### config.mk
export PLATFORM = sky130hd
export DESIGN_NAME = ctr_delayed_carry
export DESIGN_NICKNAME = d
export VERILOG_FILES = /design/src/rtl/ctr_dc_pkg.sv /design/src/rtl/ctr_gray_decode.sv /design/src/rtl/ctr_gray_step.sv /design/src/rtl/ctr_next_state.sv /design/src/rtl/ctr_value_decode.sv /design/src/rtl/ctr_delayed_carry.sv
export SDC_FILE = /design/constraint.sdc
export NUM_CORES = 1
export LEC_CHECK = 0
export ABC_CLOCK_PERIOD_IN_PS = 5200
export BUFFER_PORTS_ARGS = -buffer_cell sky130_fd_sc_hd__buf_2
export CAP_MARGIN = 10
export CORE_ASPECT_RATIO = 0.8
export CORE_UTILIZATION = 45
export CTS_BUF_LIST = sky130_fd_sc_hd__clkbuf_16
export CTS_CLUSTER_DIAMETER = 40
export DETAILED_ROUTE_END_ITERATION = 8
export GPL_TIMING_DRIVEN = 0
export PLACE_DENSITY_LB_ADDON = 0.2
export SLEW_MARGIN = 20
export SYNTH_ARGS = -nofsm -noshare
export SYNTH_HDL_FRONTEND = slang
export SYNTH_SLANG_ARGS = --single-unit
### constraint.sdc
create_clock -name clk -period 5.2 [get_ports clk]
set_clock_uncertainty 0.15 [all_clocks]
set_input_delay 0.78 -clock clk [delete_from_list [all_inputs] [get_ports clk]]
set_output_delay 0.78 -clock clk [all_outputs]
set_load 0.02 [all_outputs]
### src/rtl/ctr_dc_pkg.sv
// Package: shared types for the deferred-ripple counter.
// Assumes nothing beyond being compiled before the modules that import it.
package ctr_dc_pkg;

    // Step rule applied while a carry is pending in the high field.
    typedef enum logic {
        MODE_BASIC    = 1'b0,   // read bit at pointer, up to 3 writes
        MODE_LOOKBACK = 1'b1    // also read bit below pointer, up to 2 writes
    } step_mode_e;

endpackage

### src/rtl/ctr_gray_decode.sv
// Module: converts a reflected Gray code word to plain binary.
// Assumes W >= 1; purely combinational.
module ctr_gray_decode #(
    parameter int W = 3
) (
    input  logic [W-1:0] gray_i,
    output logic [W-1:0] bin_o
);

    // Prefix XOR from the most significant bit downward.
    always_comb begin
        bin_o[W-1] = gray_i[W-1];
        for (int i = W - 2; i >= 0; i--) begin
            bin_o[i] = bin_o[i+1] ^ gray_i[i];
        end
    end

endmodule

### src/rtl/ctr_gray_step.sv
// Module: produces the Gray word that follows a given binary position.
// Assumes the binary input is the decode of the current Gray word; wraps at 2^W.
module ctr_gray_step #(
    parameter int W = 3
) (
    input  logic [W-1:0] bin_i,
    output logic [W-1:0] gray_nxt_o
);

    logic [W-1:0] bin_nxt;

    // Binary successor, then re-encode to Gray.
    always_comb begin
        bin_nxt    = bin_i + 1'b1;
        gray_nxt_o = bin_nxt ^ (bin_nxt >> 1);
    end

endmodule

### src/rtl/ctr_next_state.sv
// Module: next-state logic of the deferred-ripple counter.
// Assumes HIGH_W < 2^LOW_W so a pending carry always ends before the
// pointer can wrap; MODE picks the basic or the look-back step rule.
module ctr_next_state
    import ctr_dc_pkg::*;
#(
    parameter int         N    = 8,
    parameter step_mode_e MODE = MODE_BASIC,
    parameter int         LOW_W  = $clog2(N),
    parameter int         HIGH_W = N - LOW_W
) (
    input  logic              inc,
    input  logic [N:0]        state_q,
    input  logic [LOW_W-1:0]  ptr,
    output logic [N:0]        state_d
);

    localparam logic [LOW_W-1:0] PTR_MAX  = {LOW_W{1'b1}};
    localparam logic [LOW_W:0]   HIGH_LIM = (LOW_W+1)'(HIGH_W);

    logic              s_flag;
    logic [HIGH_W-1:0] high;
    logic [HIGH_W-1:0] ptr_hot;
    logic [HIGH_W-1:0] below_hot;
    logic              bit_below;
    logic              at_top;
    logic              past_top;
    logic [LOW_W-1:0]  low_nxt;
    logic              s_nxt;
    logic [HIGH_W-1:0] h_nxt;

    assign s_flag = state_q[0];
    assign high   = state_q[N:LOW_W+1];

    // Successor of the Gray low field.
    ctr_gray_step #(.W(LOW_W)) u_low_step (
        .bin_i      (ptr),
        .gray_nxt_o (low_nxt)
    );

    // One-hot selects of the high bit at the pointer and the one below it.
    always_comb begin
        for (int j = 0; j < HIGH_W; j++) begin
            ptr_hot[j]   = (ptr == LOW_W'(j));
            below_hot[j] = ({1'b0, ptr} == (LOW_W+1)'(j + 1));
        end
    end

    assign bit_below = |(high & below_hot);
    assign at_top    = (ptr == PTR_MAX);
    assign past_top  = ({1'b0, ptr} >= HIGH_LIM);

    generate
        if (MODE == MODE_BASIC) begin : g_basic
            logic bit_at;
            assign bit_at = |(high & ptr_hot);

            // Basic rule: clear a 1 and keep rippling, or set a 0 and finish.
            always_comb begin
                s_nxt = s_flag;
                h_nxt = high;
                if (!s_flag) begin
                    if (at_top) s_nxt = 1'b1;
                end else if (past_top) begin
                    s_nxt = 1'b0;
                end else if (bit_at) begin
                    h_nxt = high & ~ptr_hot;
                end else begin
                    h_nxt = high | ptr_hot;
                    s_nxt = 1'b0;
                end
            end
        end else begin : g_lookback
            // Look-back rule: a 1 below the pointer means the ripple settled.
            // At pointer 0 no below bit is selected, so the toggle is taken.
            always_comb begin
                s_nxt = s_flag;
                h_nxt = high;
                if (!s_flag) begin
                    if (at_top) s_nxt = 1'b1;
                end else if (past_top) begin
                    s_nxt = 1'b0;
                end else if (!bit_below) begin
                    h_nxt = high ^ ptr_hot;
                end else begin
                    s_nxt = 1'b0;
                end
            end
        end
    endgenerate

    // Apply the step only on a strobe; otherwise hold.
    always_comb begin
        if (inc) state_d = {h_nxt, low_nxt, s_nxt};
        else     state_d = state_q;
    end

endmodule

### src/rtl/ctr_value_decode.sv
// Module: turns the redundant state into the plain count modulo 2^N.
// Assumes ptr is the binary decode of the low field; a pending carry at a
// pointer at or above HIGH_W weighs 2^N or more and so vanishes modulo 2^N.
module ctr_value_decode
    import ctr_dc_pkg::*;
#(
    parameter int         N    = 8,
    parameter step_mode_e MODE = MODE_BASIC,
    parameter int         LOW_W  = $clog2(N),
    parameter int         HIGH_W = N - LOW_W
) (
    input  logic [N:0]       state_q,
    input  logic [LOW_W-1:0] ptr,
    output logic [N-1:0]     value_o
);

    logic              s_flag;
    logic [HIGH_W-1:0] high;
    logic [HIGH_W-1:0] pend;
    logic [HIGH_W-1:0] high_sum;

    assign s_flag = state_q[0];
    assign high   = state_q[N:LOW_W+1];

    // Weight of the pending carry, one bit per high position.
    generate
        for (genvar j = 0; j < HIGH_W; j++) begin : g_pend
            logic live;
            if (MODE == MODE_BASIC || j == 0) begin : g_always
                assign live = 1'b1;
            end else begin : g_below
                assign live = ~high[j-1];
            end
            assign pend[j] = s_flag & live & (ptr == LOW_W'(j));
        end
    endgenerate

    // High field plus pending carry, low digits from the pointer.
    always_comb begin
        high_sum = high + pend;
        value_o  = {high_sum, ptr};
    end

endmodule

### src/rtl/ctr_delayed_carry.sv
// Module: top of the deferred-ripple redundant increment counter.
// Holds N+1 state bits, steps once per cycle on inc, reports the decoded
// count and the number of state bits each edge changed.
// Assumes N >= 4 and N - ceil(log2 N) < 2^ceil(log2 N).
module ctr_delayed_carry
    import ctr_dc_pkg::*;
#(
    parameter int         N    = 8,
    parameter step_mode_e MODE = MODE_BASIC
) (
    input  logic                     clk,
    input  logic                     rst_n,
    input  logic                     inc,
    output logic [N:0]               state_o,
    output logic [N-1:0]             value_o,
    output logic [$clog2(N+2)-1:0]   chg_o
);

    localparam int LOW_W  = $clog2(N);
    localparam int HIGH_W = N - LOW_W;
    localparam int CW     = $clog2(N + 2);

    logic [N:0]       state_q;
    logic [N:0]       state_d;
    logic [LOW_W-1:0] ptr;
    logic [CW-1:0]    chg_q;

    // Pointer: binary position held by the Gray low field.
    ctr_gray_decode #(.W(LOW_W)) u_ptr (
        .gray_i (state_q[LOW_W:1]),
        .bin_o  (ptr)
    );

    ctr_next_state #(
        .N(N), .MODE(MODE), .LOW_W(LOW_W), .HIGH_W(HIGH_W)
    ) u_next (
        .inc     (inc),
        .state_q (state_q),
        .ptr     (ptr),
        .state_d (state_d)
    );

    ctr_value_decode #(
        .N(N), .MODE(MODE), .LOW_W(LOW_W), .HIGH_W(HIGH_W)
    ) u_dec (
        .state_q (state_q),
        .ptr     (ptr),
        .value_o (value_o)
    );

    // State register with synchronous active-low reset.
    always_ff @(posedge clk) begin
        if (!rst_n) state_q <= '0;
        else        state_q <= state_d;
    end

    // Changed-bit count of the step taken at this edge.
    always_ff @(posedge clk) begin
        if (!rst_n) chg_q <= '0;
        else        chg_q <= CW'($countones(state_d ^ state_q));
    end

    assign state_o = state_q;
    assign chg_o   = chg_q;

endmodule

==> results.yml <==
outcome:
  status: "completed"
synth:
  synth.distinct_cells: 32
  syn_area_um2: 1040
  synth.most_common_cell: "inv_1"
  synth_flop_cell: "dfxtp_1"
  synth_edf_count: 0
  yosysWarnings: 0
  synth_sequential_area_ratio_pct: 24.9
  async_flop_share_pct: 0
  synthTopCellsByArea: "dfxtp_1 (25%), fa_1 (12%), ha_1 (11%)"
  avgSynthCellArea_um2: 8.48
  netlist.area_leader.share_pct: 24.9
  syn-num-nets: 141
  syn_inst: 123
  yosys.area.top_type: "dfxtp_1"
  synth-seq-cells: 13
  synth_common_cells: "inv_1 (16), dfxtp_1 (13), nand2_1 (11)"
clock_network:
  cts_tree: "built"
  htree_num_levels: 1
  path_clk_slew_ns: 0.05
  cts.path.max_buffers: 2
  cts_inserted_buffers: 3
  clockRootBuffer: "clkbuf_16"
  insertion_delay_ns: 0.25
  clock-sinks: 13
  cts_hold_buf: 0
timing:
  fin_ws_ns: 0.210
  finalSetupViolCount: 0
  whs_ns: 0.382
  fmax_mhz: 200
  period_minus_slack_ns: 4.99
  timing.final.hold_violations: 0
  maxSlewHeadroom_pct: 78.9
  slew_viol_final: 0
  worst_pin_slew_ns: 0.314
  fin_crit_sh_pct: 96.0
worst_setup_path:
  crit_path_cell_trace: "inv_1 > ha_1 > buf_4 > inv_1 > ha_1 > a22oi_1 > nor2_1 > a21o_1 > a311oi_2 > fa_1 > fa_1 > fa_1 > fa_1 > inv_1 > fa_1 > nor2_1"
  crit_path_frequent_cell: "fa_1"
  arrival_ns: 5.02
  end_kind: "flop"
  critPathMaxStageDelay_ns: 0.53
  crit_path_start_kind: "flop"
  cpMaxStageDelayCell: "fa_1"
  crit_buf_inv: 4
  path_max_fanout: 10
  required_ns: 5.23
  crit_type: "reg2reg"
  cp_top_family: "adder cells"
finish:
  nFillCells: 199
  fin_cells: 176
  syn_to_final_growth_pct: 23.6
  nNetsFinal: 170
  diodes: 0
  drive_gt1_share_pct: 24.5
global_routing:
  antenna_found_initial: 0
  grt_max_degree: 11
  groute.usage.overall_pct: 20.4
  grt_pass1_vias: 774
  overflow: 0
  grt_pass1_wl_mm: 3.84
place:
  hpwl_mm: 1.75
  gp_routability_congestion: 0.828
  port_buffers: 22
  dpl.cell_count: 170
  dp_slack_ns: -0.0829
die:
  die_height_um: 45.1
  core_um2: 2180
  die_x_um: 55.8
  rows: 15
  ioPinCount: 24
  initial_utilization_pct: 47.9
  die_area_um2: 2520
pwr:
  clockPowerShare_pct: 49.0
  comb_power_share_pct: 15.5
  p_sw_share_pct: 25.8
  p_seq_share_pct: 35.5
  p_int_w: 0.000222
  p_switching_w: 0.0000773
  p_leak_nw: 0.676
  p_per_area_nw_per_um2: 232
  peakVddDrop_v: 0.000197
  p_total_w: 0.000299
drt:
  vias_per_cell: 5.49
  drt_wl_total_mm: 2.38
  vias: 967
  first_pass_iters: 4
  drt.antenna.violating_nets: 0
  drtIter0Drc: 30
  post-route-drc-count: 0
  routedWlPerCell_um: 13.5
hold_path:
  hp-class: "reg2reg"
flow_run:
  maxCapViolCount: 0
==> what timing repair did <==
| action | in CTS | in global routing |
|---|---|---|
| pin swaps | 0 | 2 |
| setup buffers | 0 | 2 |
| endpoints found under the setup margin | 2 | 2 |
| resized for setup | 1 | 4 |
==> worst min-delay path, stage by stage (launching register included) <==
cell     delay (ns)
dfxtp_1        0.35
nand2_1        0.08
a21oi_1        0.06
==> cell usage in the layout (no fill, tap or decap), types with 3 or more instances in the layout <==
cell type / synthesis / routed
buf_2: 2 / 24
inv_1: 16 / 17
dfxtp_1: 13 / 12
nand2_1: 11 / 11
nor2_1: 10 / 10
a21oi_1: 9 / 9
ha_1: 9 / 9
xnor2_1: 7 / 7
fa_1: 6 / 6
buf_4: 2 / 5
and3_1: 4 / 4
and2_1: 4 / 4
mux2i_1: 3 / 3
a21o_1: 3 / 3
a31oi_1: 3 / 3
clkbuf_16: 0 / 3
==> metrics by stage <==
stage | setup TNS, ns | cell area [um^2] | util [%]
finish | 0 | 1290 | 59.3
detailed placement | -0.156 | 1180 | 54.4
CTS | 0 | 1260 | 58.1
floorplan | 0 | 1040 | -
global route | -0.0248 | 1290 | 59.3
global placement | -0.101 | 1180 | 54.4
==> registers in the layout (all words and copies together) (netlist names) <==
signal,flops
chg_o,4
state_o,9
==> power by group through the flow <==
stage / clock [W] / combinational [W] / sequential [W]
floorplan: 0 / 0.0000294 / 0.000111
global placement: 0 / 0.0000449 / 0.000108
detailed placement: 0 / 0.0000451 / 0.000108
CTS: 0.000150 / 0.0000460 / 0.000106
global route: 0.000152 / 0.0000522 / 0.000107
finish: 0.000147 / 0.0000464 / 0.000106
==> routing by layer <==
layer / global-route usage [%] / routed length, um / vias to the layer above
li1: - / - / 472
met1: 27.7 / 1120 / 454
met2: 33.0 / 1050 / 36
met3: 4.30 / 180 / 5
met4: 7.32 / 33 / 0
met5: 0 / 0 / -
==> cell families (layout without fill, tap and decap cells) <==
| logic type | count (synthesis) | in the layout | share of synthesized area, % |
|---|---|---|---|
| AO/OA/AOI/OAI | 26 | 26 | 15.9 |
| buffers and inverters | 21 | 49 | 8.51 |
| flip-flops | 13 | 13 | 24.9 |
| multiplexers | 3 | 3 | 2.88 |
| XOR/XNOR | 8 | 8 | 6.71 |
| adder cells (fa/ha/maj) | 15 | 15 | 22.3 |
| AND/OR/NAND/NOR | 37 | 37 | 18.7 |
==> final timing paths <==
kind / from / endpoint / slack (ns) / cells past startpoint
worst max register to register: state_o[2]$_SDFF_PN0_ / chg_o[1]$_SDFF_PN0_ / 0.21 / 16
worst max-delay path: state_o[2]$_SDFF_PN0_ / chg_o[1]$_SDFF_PN0_ / 0.21 / 16
worst min register to register: state_o[6]$_SDFF_PN0_ / state_o[6]$_SDFF_PN0_ / 0.38 / 2
worst min-delay path: state_o[6]$_SDFF_PN0_ / state_o[6]$_SDFF_PN0_ / 0.38 / 2
==> layout make-up <==
type	count	area, um^2	share of cell area [%]
inverter	16	60.1	4.66
sequential	13	262	20.3
tap	25	31.3	2.42
clock buffer	3	75.1	5.82
buffer	5	32.5	2.52
timing repair buffer	24	125	9.70
clock inverter	1	3.75	0.291
multi-input combinational	89	701	54.3
No activity file was read; power rests on OpenSTA's default activity.
